`src/rtl/gbcd_pkg.sv`:
```
package gbcd_pkg;

    typedef logic [3:0] bcd_t;

    localparam bcd_t BCD_TOP = 4'd9;

    // Select code for the low-digit line selector, Gray ordered
    typedef enum logic [1:0] {
        SEL_B0 = 2'b00,
        SEL_B1 = 2'b01,
        SEL_B2 = 2'b11,
        SEL_B3 = 2'b10
    } lsd_sel_e;

    // Per-cell control bundle
    typedef struct packed {
        logic clr;
        logic shift;
        logic inc;
        logic sin;
    } dec_ctl_t;

    function automatic lsd_sel_e sel_next(input lsd_sel_e s);
        case (s)
            SEL_B0:  return SEL_B1;
            SEL_B1:  return SEL_B2;
            SEL_B2:  return SEL_B3;
            default: return SEL_B0;
        endcase
    endfunction

    // Gray code to bit index
    function automatic logic [1:0] sel_to_idx(input lsd_sel_e s);
        return {s[1], s[1] ^ s[0]};
    endfunction

    function automatic bcd_t bcd_incr(input bcd_t d);
        return (d == BCD_TOP) ? 4'd0 : d + 4'd1;
    endfunction

endpackage

```
`src/rtl/gbcd_decade.sv`:
```
module gbcd_decade
    import gbcd_pkg::*;
(
    input  logic     clk,
    input  logic     rst,
    input  dec_ctl_t ctl_i,
    output bcd_t     digit_o,
    output logic     carry_o
);

    bcd_t digit_q;

    always_ff @(posedge clk) begin
        if (rst || ctl_i.clr) begin
            digit_q <= '0;
        end else if (ctl_i.shift) begin
            digit_q <= {ctl_i.sin, digit_q[3:1]};
        end else if (ctl_i.inc) begin
            digit_q <= bcd_incr(digit_q);
        end
    end

    assign digit_o = digit_q;
    assign carry_o = ctl_i.inc && !ctl_i.shift && !ctl_i.clr && (digit_q == BCD_TOP);


    dec_wrap_chk: assert property (@(posedge clk) disable iff (rst)
        (ctl_i.inc && !ctl_i.shift && !ctl_i.clr && digit_q == BCD_TOP) |=> (digit_q == 4'd0));


    dec_hold_chk: assert property (@(posedge clk) disable iff (rst)
        (!ctl_i.inc && !ctl_i.shift && !ctl_i.clr) |=> $stable(digit_q));

endmodule

```
`src/rtl/gbcd_lsd_capture.sv`:
```
module gbcd_lsd_capture
    import gbcd_pkg::*;
(
    input  logic       clk,
    input  logic       rst,
    input  logic       clr_i,
    input  logic       mode_i,
    input  logic       gate_i,
    input  bcd_t       lo_i,
    input  bcd_t       hi_i,
    output logic       step_o,
    output logic [1:0] bits_o
);

    logic     gate_q;
    logic     active_q;
    lsd_sel_e sel_q;
    logic [1:0] idx;
    logic     gate_fall;

    assign gate_fall = gate_q && !gate_i;

    always_ff @(posedge clk) begin
        if (rst) gate_q <= 1'b0;
        else     gate_q <= gate_i;
    end

    always_ff @(posedge clk) begin
        if (rst || clr_i || !mode_i) begin
            active_q <= 1'b0;
            sel_q    <= SEL_B0;
        end else if (active_q) begin
            if (sel_q == SEL_B3) active_q <= 1'b0;
            sel_q <= sel_next(sel_q);
        end else if (gate_fall) begin
            active_q <= 1'b1;
            sel_q    <= SEL_B0;
        end
    end

    assign idx    = sel_to_idx(sel_q);
    assign step_o = active_q && mode_i && !clr_i;
    assign bits_o = {hi_i[idx], lo_i[idx]};


    sel_gray_chk: assert property (@(posedge clk) disable iff (rst)
        (step_o && sel_q != SEL_B3) |=> (active_q && $countones(sel_q ^ $past(sel_q)) == 1));


    cap_start_chk: assert property (@(posedge clk) disable iff (rst)
        (!active_q && gate_fall && mode_i && !clr_i) |=> (active_q && sel_q == SEL_B0));


    no_cap_low_chk: assert property (@(posedge clk) disable iff (rst)
        (!active_q && !mode_i) |=> !active_q);

endmodule

```
`src/rtl/gbcd_count_reg.sv`:
```
module gbcd_count_reg
    import gbcd_pkg::*;
#(
    parameter int NDEC = 6
) (
    input  logic       clk,
    input  logic       rst,
    input  logic       clear_i,
    input  logic       cnt_mode_i,
    input  logic       gate_open_i,
    input  logic       pulse_i,
    input  logic       shift_i,
    input  logic [3:0] lsd_lo_i,
    input  logic [3:0] lsd_hi_i,
    output logic       serial_o,
    output logic       overflow_o
);

    localparam int NLSD  = 2;
    localparam int NCELL = NDEC + NLSD;

    bcd_t       digit_w [NCELL];
    logic       carry_w [NCELL];
    dec_ctl_t   ctl_w   [NCELL];
    logic       cnt_inc;
    logic       shift_en;
    logic       cap_step;
    logic [1:0] cap_bits;
    logic       ovf_q;

    assign cnt_inc  = pulse_i && gate_open_i && cnt_mode_i && !clear_i;
    assign shift_en = shift_i && !cnt_mode_i && !clear_i;

    gbcd_lsd_capture u_cap (
        .clk    (clk),
        .rst    (rst),
        .clr_i  (clear_i),
        .mode_i (cnt_mode_i),
        .gate_i (gate_open_i),
        .lo_i   (lsd_lo_i),
        .hi_i   (lsd_hi_i),
        .step_o (cap_step),
        .bits_o (cap_bits)
    );

    for (genvar k = 0; k < NCELL; k++) begin : g_cell
        logic next_bit;

        if (k == NCELL - 1) begin : g_top
            assign next_bit = 1'b0;
        end else begin : g_mid
            assign next_bit = digit_w[k+1][0];
        end

        if (k < NLSD) begin : g_lsd
            assign ctl_w[k].clr   = clear_i;
            assign ctl_w[k].inc   = 1'b0;
            assign ctl_w[k].shift = shift_en || cap_step;
            assign ctl_w[k].sin   = cap_step ? cap_bits[k] : next_bit;
        end else begin : g_cnt
            assign ctl_w[k].clr   = clear_i;
            assign ctl_w[k].shift = shift_en;
            assign ctl_w[k].sin   = next_bit;
            if (k == NLSD) begin : g_first
                assign ctl_w[k].inc = cnt_inc;
            end else begin : g_chain
                assign ctl_w[k].inc = carry_w[k-1];
            end
        end

        gbcd_decade u_dec (
            .clk     (clk),
            .rst     (rst),
            .ctl_i   (ctl_w[k]),
            .digit_o (digit_w[k]),
            .carry_o (carry_w[k])
        );
    end

    always_ff @(posedge clk) begin
        if (rst || clear_i)          ovf_q <= 1'b0;
        else if (carry_w[NCELL-1])   ovf_q <= 1'b1;
    end

    assign overflow_o = ovf_q;
    assign serial_o   = digit_w[0][0];


    ovf_sticky_chk: assert property (@(posedge clk) disable iff (rst)
        (overflow_o && !clear_i) |=> overflow_o);


    clear_ovf_chk: assert property (@(posedge clk) disable iff (rst)
        clear_i |=> !overflow_o);


    serial_step_chk: assert property (@(posedge clk) disable iff (rst)
        shift_en |=> (serial_o == $past(digit_w[0][1])));


    no_shift_cnt_chk: assert property (@(posedge clk) disable iff (rst)
        (cnt_mode_i && !clear_i && !cap_step) |=> $stable(digit_w[0]));

endmodule

```
`config.mk`:
```
export PLATFORM = sky130hd
export DESIGN_NAME = gbcd_count_reg
export DESIGN_NICKNAME = d
export VERILOG_FILES = /design/src/rtl/gbcd_pkg.sv /design/src/rtl/gbcd_decade.sv /design/src/rtl/gbcd_lsd_capture.sv /design/src/rtl/gbcd_count_reg.sv
export SDC_FILE = /design/constraint.sdc
export NUM_CORES = 1
export LEC_CHECK = 0
export CAP_MARGIN = 20
export CORE_UTILIZATION = 45
export DETAILED_ROUTE_END_ITERATION = 7
export PLACE_DENSITY_LB_ADDON = 0.12
export SKIP_LAST_GASP = 1
export SLEW_MARGIN = 20
export SYNTH_ARGS = -nofsm -noshare
export SYNTH_HDL_FRONTEND = slang
export SYNTH_SLANG_ARGS = --single-unit
```
`constraint.sdc`:
```
create_clock -name clk -period 1.8 [get_ports clk]
set_input_delay 0.36 -clock clk [delete_from_list [all_inputs] [get_ports clk]]
set_output_delay 0.36 -clock clk [all_outputs]
set_load 0.02 [all_outputs]
```
# Word level (Yosys, flattened, before mapping)

Cells that the tools add are included.

Register bits after elaboration: 37
Logic and storage cells: 102
RAM bits: 0
Latch bits: 0
Memories kept: 0
Memory bits (read-only): 0
Input port bits: 15
Output and inout port bits: 2

Bitwise logic cells: 1
Shifts and indexed selects: 0
Add/sub/neg operators: 6
$lt $le $gt $ge: 1
Div/mod/pow operators: 0
Mux-type cells: 30
Multiply operators: 0
Eq/ne operators: 9
Reduce and logical (&&, ||, !) cells: 42

Operators by type and width:

| operator            | number |
|---|---|
| $mux 4              | 16 |
| $logic_and 1x1->1   | 26 |
| $add 4x1->4 const B | 6 |
| $eq 4x4->1 const B  | 6 |
| $reduce_bool 2->1   | 7 |
| $mux 1              | 7 |
| $mux 3              | 2 |
| $pmux 2 s3          | 1 |
| $bmux 1 s2          | 2 |
| $eq 2x2->1 const B  | 2 |
| $logic_not 1->1     | 4 |
| $mux 2              | 2 |
| $logic_or 1x1->1    | 3 |
| $lt 2x3->1 const B  | 1 |
| $eq 2x1->1 const B  | 1 |
| $logic_not 2->1     | 1 |
| $reduce_or 2->1     | 1 |
| $xor 1x1->1         | 1 |

# Depth between registers and ports, before layout

Depth in word-level cells: 22
Mapped depth: 7
Depth with buffers taken out: 6

# Modules after synthesis

Synthesis repeated with hierarchy kept, for this count alone.

Cells, all modules: 267
Area total of the unflattened synthesis: 2292.2 um^2

By module, submodules not included:

| module           | times used | cells an instance | area each (um^2) | seq. area each (um^2) |
|---|---|---|---|---|
| gbcd_decade      | 8          | 29                | 239.0            | 80.1 |
| gbcd_lsd_capture | 1          | 26                | 295.3            | 80.1 |
| gbcd_count_reg   | 1          | 9                 | 85.1             | 20.0 |

# Least setup slack after synthesis

OpenSTA, ideal clock, no wires.

Path type: in2reg
From: input port clear_i
To: register g_cell[6].u_dec.digit_q[2]
Stages on the path: 6
Required time: 1.726 ns
Path slack: 0.077 ns
Arrival: 1.649 ns
Setup time: 0.074 ns
Cells stage by stage: buf_4 > or3b_1 > nor2_1 > nand3_2 > or3_1 > a31oi_1

Word-level cells in the longest chain between the ends: 16
Elaborated cells between the ends (all ways): 19
Those cells by class: mux: 1; reduce/logical: 18

Ends and longest elaborated chain:

| item                             | RTL line                                                      | RTL |
|---|---|---|
| from (decl)                      | gbcd_count_reg.sv:8                                           | `input logic clear_i,` |
| $logic_not 1->1                  | gbcd_decade.sv:24, gbcd_count_reg.sv:31, gbcd_count_reg.sv:32 |  |
| $logic_and 1x1->1                | gbcd_count_reg.sv:32                                          | `assign shift_en = shift_i && !cnt_mode_i && !clear_i;` |
| $logic_not 1->1                  | gbcd_decade.sv:24                                             | `assign carry_o = ctl_i.inc && !ctl_i.shift && !ctl_i.clr && (digit_q == BCD_TOP);` |
| $logic_and 1x1->1 (12 in series) | gbcd_decade.sv:24                                             |  |
| $reduce_bool 2->1 (no line)      | -                                                             |  |
| to (signal assigned)             | gbcd_decade.sv:17                                             | `digit_q <= {ctl_i.sin, digit_q[3:1]};` |
| to (signal assigned)             | gbcd_decade.sv:19                                             | `digit_q <= bcd_incr(digit_q);` |
| to (decl)                        | gbcd_decade.sv:11                                             | `bcd_t digit_q;` |

Several ways; a longest one is shown, not always the timed one.
A chain may end at the register's enable or synchronous reset.

# Worst setup path in the final report

From: register g_cell[2].u_dec.digit_q[2]
To: register g_cell[7].u_dec.digit_q[2]

Word-level cells in the longest chain between the ends: 15

Ends and longest elaborated chain:

| item                             | RTL line |
|---|---|
| from (decl)                      | gbcd_decade.sv:11 |
| from (signal assigned)           | gbcd_decade.sv:17 |
| from (signal assigned)           | gbcd_decade.sv:19 |
| $eq 4x4->1                       | gbcd_decade.sv:24 |
| $logic_and 1x1->1 (13 in series) | gbcd_decade.sv:24 |
| $reduce_bool 2->1 (no line)      | - |
| to (signal assigned)             | gbcd_decade.sv:17 |
| to (signal assigned)             | gbcd_decade.sv:19 |
| to (decl)                        | gbcd_decade.sv:11 |

Every way passes these cells.

==> flow_summary.json <==
{
  "core_um2": 4500,
  "layout_setup_ws_ns": 0.0845,
  "reg2reg_slack_ns": 0.08,
  "p_leak_nw": 1.04,
  "grt_pass1_vias": 1938,
  "place_ws_ns": -0.447,
  "dp_cells": 369,
  "max_slew_margin_pct": 77.5,
  "grt_overflow": 0,
  "ctsLongestPathBuffers": 2,
  "place_congestion": 0.856,
  "synth_fp_nets": 288,
  "ys_seq_area_share_pct": 34.2,
  "hold_start": "g_cell[0].u_dec.digit_o[3]$_SDFFE_PP0P_",
  "status": "finished, final reports clean",
  "ios": 17,
  "period_share_pct": 95.3,
  "end_kind": "flip-flop",
  "r2r-start": "g_cell[2].u_dec.digit_o[2]$_SDFFE_PP0P_",
  "power_density_nw_per_um2": 602,
  "netlist-cell-type-count": 52,
  "async_flop_share_pct": 0,
  "die_w_um": 71.4,
  "die-area_um2": 5100,
  "tightest_slew_ns": 0.336,
  "finalWirelength_mm": 5.16,
  "finalHoldViolCount": 0,
  "finalSetupViolCount": 0,
  "route.vias.total": 2134,
  "htreeDepth": 2,
  "tritoncts": "built",
  "area_delta_synth_final_pct": 33.3,
  "remaining_drc_errors": 0,
  "drtAntennaViolNets": 0,
  "rows": 24,
  "p_total_mw": 1.74,
  "clock_sinks": 37,
  "final_layout_size_suffix_gt1_share_pct": 24.5,
  "cts-hold-fix-buffers": 0,
  "synthFlopType": "dfxtp_1",
  "first_pass_iters": 4,
  "synth_edf_count": 0,
  "rr_worst_depth": 7,
  "dp_hpwl_mm": 3.70,
  "path_class": "flip-flop to flip-flop",
  "grt_pass1_wl_mm": 8.86,
  "netlist_area_um2": 2170,
  "post-route-cell-area_um2": 2890,
  "fmax_mhz": 583,
  "antenna_cells": 0,
  "syn_area_per_cell_um2": 8.09,
  "hold_path_class": "flip-flop to flip-flop",
  "placed_area_um2": 2700,
  "post_drt_wl_per_cell_um": 13.6,
  "die_h_um": 71.4,
  "viasPerCell": 5.63,
  "antenna_found_initial": 0,
  "arrival_ns": 1.94,
  "cp-start-kind": "flip-flop",
  "start_util_pct": 48.1,
  "cts_root_buffer": "clkbuf_8",
  "rsz0062_at_grt": "no",
  "maxCapViolations": 0,
  "r2r_end": "g_cell[7].u_dec.digit_o[2]$_SDFFE_PP0P_",
  "crit_fanout": 5,
  "maxSlewViolCount": 0,
  "cts-buffers-inserted": 5,
  "ys_warn_count": 0,
  "ys_seq_elements": 37,
  "required_ns": 2.02,
  "vdd_drop_max_mv": 0.332,
  "instances_no_fill": 379,
  "drt-initial-drc-count": 136,
  "hold_end": "g_cell[0].u_dec.digit_o[2]$_SDFFE_PP0P_",
  "grt_max_degree": 20,
  "worst_clock_skew_ns": 0.00436,
  "port_buffers": 16,
  "nNetsFinal": 346,
  "period_minus_slack_ns": 1.72,
  "syn_inst": 268,
  "worstHoldPathCells": 2,
  "gr-usage-all-layers_pct": 21.9,
  "tns_ns": 0,
  "worstSkewPairLatency_ns": 0.29,
  "clk_pin_slew_ns": 0.08
}
synthesized netlist by cell type (2+ instances only):
cell	number	area (um^2)
nand2_1	39	146
dfxtp_1	37	741
a21oi_1	24	120
nor2_1	21	78.8
o21ai_0	16	80.1
nand3_1	15	75.1
a31oi_1	9	56.3
clkbuf_1	9	33.8
inv_1	7	26.3
mux2i_1	6	60.1
a311oi_1	5	43.8
ha_1	5	62.6
nand2b_1	5	31.3
nor2b_1	5	31.3
xnor2_1	5	43.8
a211oi_1	4	30.0
a22oi_1	3	22.5
buf_4	3	22.5
nor3_1	3	15.0
nor3b_1	3	22.5
a22o_1	2	17.5
and2b_1	2	15.0
and3_1	2	12.5
and4_1	2	17.5
and4b_1	2	20.0
buf_2	2	10.0
mux2_2	2	22.5
mux4_2	2	45.0
nand3b_1	2	15.0
nand4_1	2	12.5
or3_1	2	12.5
xor2_1	2	17.5
through the flow:
stage          hold slack, ns  utilization (%)
6_report                0.461             64.1
4_1_cts                 0.462             63.3
5_1_grt                 0.479             64.1
3_3_place_gp            0.443             60.0
3_5_place_dp            0.448             60.0
2_1_floorplan           0.432                -
placed cells by master (no fill, tap or decap), drive strengths merged, types with 3 or more instances in the layout:
master         synthesis  routed
a211oi                 4       4
a21oi                 24      24
a22oi                  3       3
a311oi                 5       5
a31oi                  9       9
buf                    7      51
clkbuf                 9       7
clkdlybuf4s50          0      12
dfxtp                 37      37
dlygate4sd2            0       4
ha                     5       5
inv                    7       7
mux2i                  6       6
nand2                 39      39
nand2b                 5       5
nand3                 16      16
nand4                  3       3
nor2                  21      21
nor2b                  5       5
nor3                   3       3
nor3b                  4       4
o21ai                 16      16
xnor2                  5       5
sequential cells by signal, summed over array words and instances (netlist names):
signal                flops
overflow_o                1
u_cap.gate_q              1
u_cap.active_q            1
u_cap.sel_q               2
g_cell.u_dec.digit_o     32
where the power goes:
| group | total (mW) | internal (mW) | switching, mW |
|---|---|---|---|
| logic | 0.147 | 0.0797 | 0.0675 |
| clock network | 0.765 | 0.452 | 0.313 |
| registers | 0.827 | 0.822 | 0.00543 |
| total | 1.74 | 1.35 | 0.386 |
cell families (layout without fill, tap and decap cells):
logic type,Yosys count,in the layout,synth area share (%)
and+or+nand+nor,115,115,29.2
muxes,10,10,5.89
buffers and inverters,23,82,4.97
adders and majority gates,5,5,2.89
xor gates and xnor gates,7,7,2.83
AOI/OAI and AO/OA,71,71,20.1
DFF,37,37,34.2
metal layers:
metal	share of wire, %	global-route usage (%)	wire (um)
met4	1.2	6.67	62
met2	44	34.5	2280
met1	50	30.7	2560
met3	5.0	3.94	258
met5	0	0	0
timing repair:
item                                   4_1_cts  5_1_grt
setup endpoints to repair                    8        5
setup buffers                                1        1
endpoints found under the hold margin        0        0
pin swaps                                    6        7
resized for setup                           12       10
critical path: stages, from the launching register on:
cell and delay, ns:
dfxtp_2 0.34, nor3b_4 0.27, buf_4 0.17, nand4_4 0.16, nor4_4 0.32, buf_4 0.16, nand3_1 0.07, a31oi_1 0.16
worst max-delay path by stage:
stage	from	end	slack [ns]
6_report	g_cell[2].u_dec.digit_o[2]$_SDFFE_PP0P_	g_cell[7].u_dec.digit_o[2]$_SDFFE_PP0P_	0.08
5_1_grt	g_cell[2].u_dec.digit_o[2]$_SDFFE_PP0P_	g_cell[7].u_dec.digit_o[2]$_SDFFE_PP0P_	0.00006
4_1_cts	g_cell[3].u_dec.digit_o[2]$_SDFFE_PP0P_	g_cell[7].u_dec.digit_o[2]$_SDFFE_PP0P_	0.02
3_5_place_dp	clear_i	g_cell[6].u_dec.digit_o[2]$_SDFFE_PP0P_	-0.45
3_3_place_gp	clear_i	g_cell[5].u_dec.digit_o[1]$_SDFFE_PP0P_	-0.39
2_1_floorplan	clear_i	g_cell[6].u_dec.digit_o[2]$_SDFFE_PP0P_	0.08
layout make-up:
cell class              instances  area [um^2]
well taps                      52         65.1
fillers                       403         1620
multi-input cells             208         1360
inverters                       7         26.3
repair buffers                 67          574
clock buffers                   7         86.3
flip-flops and latches         37          747
clock inverters                 1         30.0
Note: power is estimated with default switching activity, not from simulation.
